**src/rtl/pic_pkg.sv**
```systemverilog
package pic_pkg;
  typedef enum logic [1:0] {
    CMD_NONE = 2'd0,
    CMD_ON   = 2'd1,
    CMD_OFF  = 2'd2
  } en_cmd_e;

  typedef struct packed {
    logic link;
    logic extend;
    logic trap;
  } mode_bits_t;

  localparam int unsigned MODE_W = $bits(mode_bits_t);
endpackage

```
**src/rtl/pic_flag_merge.sv**
```systemverilog
module pic_flag_merge #(
  parameter int unsigned NUM_FLAGS = 14
) (
  input  logic [NUM_FLAGS-1:0] flags_i,
  output logic                 any_o
);
  logic [NUM_FLAGS:0] chain;
  assign chain[0] = 1'b0;
  for (genvar i = 0; i < NUM_FLAGS; i++) begin : g_or
    assign chain[i+1] = chain[i] | flags_i[i];
  end
  assign any_o = chain[NUM_FLAGS];
endmodule

```
**src/rtl/pic_enable_ctl.sv**
```systemverilog
module pic_enable_ctl
  import pic_pkg::*;
(
  input  logic    clk_i,
  input  logic    rst_ni,
  input  en_cmd_e cmd_i,
  input  logic    insn_done_i,
  input  logic    take_i,
  output logic    en_o,
  output logic    arm_o
);
  logic en_q, hold_q;

  always_ff @(posedge clk_i or negedge rst_ni) begin
    if (!rst_ni) begin
      en_q <= 1'b0;
    end else if (take_i) begin
      en_q <= 1'b0;  // single level: break drops enable
    end else begin
      case (cmd_i)
        CMD_ON:  en_q <= 1'b1;
        CMD_OFF: en_q <= 1'b0;
        default: en_q <= en_q;
      endcase
    end
  end

  // hold-off until the boundary ending the enable instruction has passed
  always_ff @(posedge clk_i or negedge rst_ni) begin
    if (!rst_ni)              hold_q <= 1'b0;
    else if (insn_done_i)     hold_q <= 1'b0;
    else if (cmd_i == CMD_ON) hold_q <= 1'b1;
  end

  assign en_o  = en_q;
  assign arm_o = en_q & ~hold_q;

  assert_on_sets_R2: assert property (@(posedge clk_i) disable iff (!rst_ni)
    (cmd_i == CMD_ON && !take_i) |=> en_o);
  assert_off_clears_R2: assert property (@(posedge clk_i) disable iff (!rst_ni)
    (cmd_i == CMD_OFF) |=> !en_o);
  assert_hold_off_R5: assert property (@(posedge clk_i) disable iff (!rst_ni)
    (cmd_i == CMD_ON && !insn_done_i) |=> !arm_o);
  assert_take_clears_R11: assert property (@(posedge clk_i) disable iff (!rst_ni)
    take_i |=> !en_o);
endmodule

```
**src/rtl/pic_break_gen.sv**
```systemverilog
module pic_break_gen
  import pic_pkg::*;
#(
  parameter int unsigned PC_W = 15,
  localparam int unsigned WORD_W = PC_W + MODE_W
) (
  input  logic              clk_i,
  input  logic              rst_ni,
  input  logic              insn_done_i,
  input  logic              arm_i,
  input  logic              any_flag_i,
  input  logic [PC_W-1:0]   pc_i,
  input  mode_bits_t        mode_i,
  output logic              take_o,
  output logic              break_o,
  output logic [WORD_W-1:0] word_o
);
  logic              break_q;
  logic [WORD_W-1:0] word_q;

  assign take_o = insn_done_i & arm_i & any_flag_i;

  always_ff @(posedge clk_i or negedge rst_ni) begin
    if (!rst_ni) begin
      break_q <= 1'b0;
      word_q  <= '0;
    end else begin
      break_q <= take_o;
      if (take_o) word_q <= {mode_i, pc_i};
    end
  end

  assign break_o = break_q;
  assign word_o  = word_q;

  assert_single_pulse_R3: assert property (@(posedge clk_i) disable iff (!rst_ni)
    break_q |=> !break_q);
  assert_boundary_only_R9: assert property (@(posedge clk_i) disable iff (!rst_ni)
    break_q |-> $past(insn_done_i));
  assert_word_hold_R6: assert property (@(posedge clk_i) disable iff (!rst_ni)
    !break_q |=> (break_q || $stable(word_q)));
endmodule

```
**src/rtl/pic_core.sv**
```systemverilog
module pic_core
  import pic_pkg::*;
#(
  parameter int unsigned NUM_FLAGS = 14,
  parameter int unsigned PC_W      = 15,
  parameter int unsigned VEC_ADDR  = 1,
  localparam int unsigned WORD_W   = PC_W + MODE_W
) (
  input  logic                 clk_i,
  input  logic                 rst_ni,
  input  logic [NUM_FLAGS-1:0] flags_i,
  input  logic                 int_on_i,
  input  logic                 int_off_i,
  input  logic                 insn_done_i,
  input  logic [PC_W-1:0]      pc_i,
  input  logic                 link_i,
  input  logic                 extend_i,
  input  logic                 trap_i,
  output logic                 break_req_o,
  output logic [WORD_W-1:0]    save_word_o,
  output logic [PC_W-1:0]      vector_addr_o,
  output logic                 extend_clr_o,
  output logic                 trap_clr_o,
  output logic                 enable_ind_o
);
  localparam logic [PC_W-1:0] VEC = PC_W'(VEC_ADDR);

  en_cmd_e    cmd;
  mode_bits_t mode;
  logic       any_flag, arm, take, en, brk;

  always_comb begin
    if (int_off_i)     cmd = CMD_OFF;  // disable wins
    else if (int_on_i) cmd = CMD_ON;
    else               cmd = CMD_NONE;
  end

  assign mode = '{link: link_i, extend: extend_i, trap: trap_i};

  pic_flag_merge #(.NUM_FLAGS(NUM_FLAGS)) i_merge (
    .flags_i (flags_i),
    .any_o   (any_flag)
  );

  pic_enable_ctl i_enable (
    .clk_i       (clk_i),
    .rst_ni      (rst_ni),
    .cmd_i       (cmd),
    .insn_done_i (insn_done_i),
    .take_i      (take),
    .en_o        (en),
    .arm_o       (arm)
  );

  pic_break_gen #(.PC_W(PC_W)) i_break (
    .clk_i       (clk_i),
    .rst_ni      (rst_ni),
    .insn_done_i (insn_done_i),
    .arm_i       (arm),
    .any_flag_i  (any_flag),
    .pc_i        (pc_i),
    .mode_i      (mode),
    .take_o      (take),
    .break_o     (brk),
    .word_o      (save_word_o)
  );

  assign break_req_o   = brk;
  assign extend_clr_o  = brk;
  assign trap_clr_o    = brk;
  assign enable_ind_o  = en;
  assign vector_addr_o = VEC;

  assert_break_clears_en_R7: assert property (@(posedge clk_i) disable iff (!rst_ni)
    break_req_o |-> !enable_ind_o);
  assert_disabled_no_break_R4: assert property (@(posedge clk_i) disable iff (!rst_ni)
    !enable_ind_o |=> !break_req_o);
  assert_word_fields_R6: assert property (@(posedge clk_i) disable iff (!rst_ni)
    break_req_o |-> save_word_o == $past({link_i, extend_i, trap_i, pc_i}));
  assert_flag_break_R3: assert property (@(posedge clk_i) disable iff (!rst_ni)
    (insn_done_i && arm && (flags_i != '0)) |=> break_req_o);
endmodule

```
**config.mk**
```make
export PLATFORM = sky130hd
export DESIGN_NAME = pic_core
export DESIGN_NICKNAME = d
export VERILOG_FILES = /design/src/rtl/pic_pkg.sv /design/src/rtl/pic_flag_merge.sv /design/src/rtl/pic_enable_ctl.sv /design/src/rtl/pic_break_gen.sv /design/src/rtl/pic_core.sv
export SDC_FILE = /design/constraint.sdc
export NUM_CORES = 1
export LEC_CHECK = 0
export BUFFER_PORTS_ARGS = -buffer_cell sky130_fd_sc_hd__buf_2
export CORE_ASPECT_RATIO = 0.5
export CORE_UTILIZATION = 30
export CTS_CLUSTER_SIZE = 16
export DETAILED_ROUTE_END_ITERATION = 12
export GPL_TIMING_DRIVEN = 0
export PLACE_DENSITY = 0.71
export SYNTH_ARGS = -nofsm -noshare
export SYNTH_HDL_FRONTEND = slang
export SYNTH_SLANG_ARGS = --single-unit
export TNS_END_PERCENT = 10
```
**constraint.sdc**
```tcl
create_clock -name clk_i -period 2.3 [get_ports clk_i]
set_input_delay 0.115 -clock clk_i [delete_from_list [all_inputs] [get_ports clk_i]]
set_output_delay 0.115 -clock clk_i [all_outputs]
set_load 0.05 [all_outputs]
```
Yosys cells after proc, flatten, opt, wreduce, memory -nomap -nowiden
Index checks and enable logic that the tools add are counted.

word-level totals
  logic and storage cells = 31
  bits in writable memories = 0
  bits in read-only memories = 0
  output and inout port bits = 37
  input port bits = 37
  latch bits = 0
  bits in registers = 21
  memories kept = 0

cells by class
  multiply operators = 0
  divide/modulo/power cells = 0
  shift operators = 0
  eq/ne operators = 2
  mux-type cells = 6
  reduce and logical (&&, ||, !) cells = 2
  add/subtract/negate cells = 0
  bitwise logic cells = 17
  order comparisons = 0

operator list
  kind                  number
  $or A1 B1 Y1          13
  $mux W1               4
  $and A1 B1 Y1         3
  $reduce_bool A3 Y1    1
  $eq A2 B1 Y1 const B  1
  $eq A2 B2 Y1 const B  1
  $mux W2               1
  $pmux W1 S2           1
  $reduce_bool A2 Y1    1
  $not A1 Y1            1

Depth between registers and ports, before layout
  depth after elaboration = 15
  gate-level depth with buffers = 5
  gate-level depth less buffers = 4

By module
From an unflattened synthesis, not the netlist that was laid out.

unflattened totals
  cells, all modules = 74
  area, all modules = 1019.7 um^2

modules (own cells, without submodules)
  module          sequential area each (um^2)  area each (um^2)  times used  cells an instance
  pic_break_gen   475.5                        744.5             1           40
  pic_core        0.0                          148.9             1           20
  pic_enable_ctl  50.0                         97.6              1           9
  pic_flag_merge  0.0                          28.8              1           5

Least setup slack after synthesis
Ideal clock, no wire load.

  kind = register -> register
  start point = reg i_enable.en_q (netlist: i_enable.en_o)
  end point = reg i_break.word_q[0] (netlist: i_break.word_o[0])
  setup slack = 0.764 ns
  data required time = 2.175 ns
  path buffers = 1
  period minus slack after synthesis = 1.536 ns
  setup time = 0.125 ns
  cell stages (with the launch flop) = 4
  arrival = 1.411 ns
  path through = dfrtp_1 and4b_4 buf_6 mux2_4

on the way
  word-level cells in the longest chain between the ends = 3

ends and longest elaborated chain
  item                         RTL line              source
  start: declaration           pic_enable_ctl.sv:12  logic en_q, hold_q;
  start signal: assignment     pic_enable_ctl.sv:23  default: en_q <= en_q;
  $and A1 B1 Y1                pic_enable_ctl.sv:36  assign arm_o = en_q & ~hold_q;
  $and A1 B1 Y1 (2 in series)  pic_break_gen.sv:21   assign take_o = insn_done_i & arm_i & any_flag_i;
  end signal: assignment       pic_break_gen.sv:29   if (take_o) word_q <= {mode_i, pc_i};
  end: declaration             pic_break_gen.sv:19   logic [WORD_W-1:0] word_q;

No other way between the ends.
A chain may end at the register's enable or synchronous reset.

Worst setup path in the final report
  start point = reg i_enable.hold_q
  end point = reg i_break.word_q[14] (netlist: i_break.word_o[14])

on the way
  word-level cells in the longest chain between the ends = 4

ends and longest elaborated chain
  item                         RTL line              source
  start: declaration           pic_enable_ctl.sv:12
  start signal: assignment     pic_enable_ctl.sv:30  if (!rst_ni) hold_q <= 1'b0;
  start signal: assignment     pic_enable_ctl.sv:31  else if (insn_done_i) hold_q <= 1'b0;
  start signal: assignment     pic_enable_ctl.sv:32  else if (cmd_i == CMD_ON) hold_q <= 1'b1;
  $not A1 Y1                   pic_enable_ctl.sv:36
  $and A1 B1 Y1                pic_enable_ctl.sv:36
  $and A1 B1 Y1 (2 in series)  pic_break_gen.sv:21

No other way between the ends.

==> metrics.txt <==
Post-Syn Area per Cell 14.3 um2; dpl hpwl ~1600 um; placed cells 182; most common cell after layout, fill and taps aside buf_2; Wirelength per Cell 10.5 um; remaining routing DRC violations 10; routed vias 719; vias per cell around 3.8; die area around 3600 um2; violations in the final reports design-rule violations; first-pass GRT wire length 3000 um; CTS tree built; clk_lat worst skew around 0.25 ns; setup TNS 0 ns; Comb pwr share 0.476; crit path kind flip-flop to flip-flop; total wire length between 1500 and 2000 um; CTS sink cnt 21; Max H-tree Level 1; Leak Pwr 0.816 nW; Total GRT Usage 0.106; Vert. Die Dim 43.2 um; final antenna-violating net count 0; most frequent cells in the layout buf_2 (58), dfrtp_1 (21), mux2_4 (18); YS warnings 0; Iteration-0 DRC Markers 33; Hold WC Path Type input port to flip-flop; startpoint types flip-flop; Finished Layout Cells 187; cells after synthesis 71; FMAX 759 MHz; chip width around 84 um; hold_ws 0.0280 ns; MaxCap Viol Count 0; Port Buffers 58; area added between synthesis and finish 43.8%; vias in the first global route approximately 650; Psw 617 uW; RePlAce Congestion 0.714; Netlist cell types 12; switching share of power 0.438; ANT cells 0; crit path DAT roughly 1.5 ns; RSZ-0062 raised after global routing no; fillcell total 300; fin crit share 0.573; R2R setup slack about 0.98 ns; CTS clk-pin slew, worst paths 0.07 ns; internal power 791 uW; final-stage net count 185; Seq/Total Area, Yosys 0.517; Rows 14; peak supply drop 0.295 mV; final setup violation count 0; largest fanout on the critical path 10; Boundary Pins 74; Hold Vio Cnt, Final 0; Final Max Tran Viols 0; #FFs+latches synth 21; status finished, violations left; largest net degree at the start of global routing 22; CTS root buf clkbuf_8; synthesized area 1020 um2; worst clock skew 0.000835 ns; post-place instance area ~1400 um2; fin area 1460 um2; core area 3120 um2; Clock Tree Buf Depth 2; clock buffers created by TritonCTS 3; critical path required time 2.44 ns; antenna violations before repair 0; Crit. End Element flip-flop; post-CTS sizing 0; Flop pwr share 0.356; Initial Utilization 0.326; Tmin final 1.32 ns; part of the power in the clock network 0.168; drt pass-1 iters 8; post-CTS setup buffers 0; gr ovfl total 0; share of layout cells above drive strength 1 0.680; pwr dens around 960 nW/um2
path summary, 6_finish.rpt:
check                           cells after the start             from                 end
min in group asynchronous                           2           rst_ni   i_break.word_o[4]
max in group asynchronous                           2           rst_ni  i_break.word_o[14]
worst max register to register                      3  i_enable.hold_q  i_break.word_o[14]
worst min register to register                      2  i_enable.hold_q     i_enable.hold_q
worst max-delay path                                3  i_enable.hold_q  i_break.word_o[14]
worst min-delay path                                2      insn_done_i     i_enable.hold_q
layer usage:
layer	part of all wire	up-vias	wire length [um]	track usage
met4	0.013	0	25	0.0407
li1	-	357	-	-
met5	0	-	0	0
met2	0.55	21	1070	0.198
met1	0.39	339	775	0.120
met3	0.047	2	92	0.0233
metrics by stage:
stage	util	power [mW]	worst slack, ns
detailed placement	0.451	1.18	0.870
finish	0.469	1.41	0.982
global route	0.469	1.46	0.944
global placement	0.451	1.17	0.888
CTS	0.469	1.42	0.978
floorplan	-	1.03	0.764
synth_stat cells:
cell type,n,share of area
inv_1,1,0.0037
nor3_1,1,0.0049
nor4_1,3,0.018
conb_1,2,0.0074
buf_4,17,0.13
buf_6,2,0.022
and4b_4,1,0.014
nor2_1,3,0.011
a21oi_1,1,0.0049
nand4_1,1,0.0062
dfrtp_1,21,0.52
mux2_4,18,0.27
flip-flops by register name (all words and copies together), names as in the netlist:
name and flops:
i_enable.en_o 1, i_break.word_o 18, i_enable.hold_q 1, i_break.break_o 1
power by group through the flow:
| stage | clock, mW | sequential, mW | combinational [mW] |
|---|---|---|---|
| after floorplan | 0 | 0.806 | 0.222 |
| after detailed placement | 0 | 0.509 | 0.671 |
| final | 0.236 | 0.502 | 0.670 |
| after global placement | 0 | 0.503 | 0.665 |
| after global routing | 0.257 | 0.510 | 0.692 |
| after CTS | 0.242 | 0.502 | 0.675 |
timing repair:
| action | in CTS | in global routing |
|---|---|---|
| hold endpoints to repair | 21 | 0 |
| setup endpoints to repair | 0 | 0 |
| hold buffers | 1 | 0 |
area by class of cell:
class                   count  area (um2)  area share
flip-flops and latches     21         526       0.359
multi-input cells          43         387       0.264
repair buffers             59         300       0.205
plain buffers              19         150       0.103
well taps                  40        50.0      0.0342
clock buffers               3        41.3      0.0282
clock inverters             1        5.00     0.00342
inverters                   1        3.75     0.00257
critical path, cell delays in order (launching register included):
cell and delay (ns):
dfrtp_1 0.38, and4b_4 0.34, buf_6 0.17, mux2_4 0.31
kinds of logic (layout without fill, tap and decap cells):
kind of cell	after synthesis	after routing	synth area share
buffers and inverters	20	83	0.151
other	2	15	0.00738
AND/OR/NAND/NOR	9	9	0.0541
multiplexers	18	18	0.266
flip-flops	21	21	0.517
AO/OA/AOI/OAI	1	1	0.00492
(Power assumes the default switching activity.)
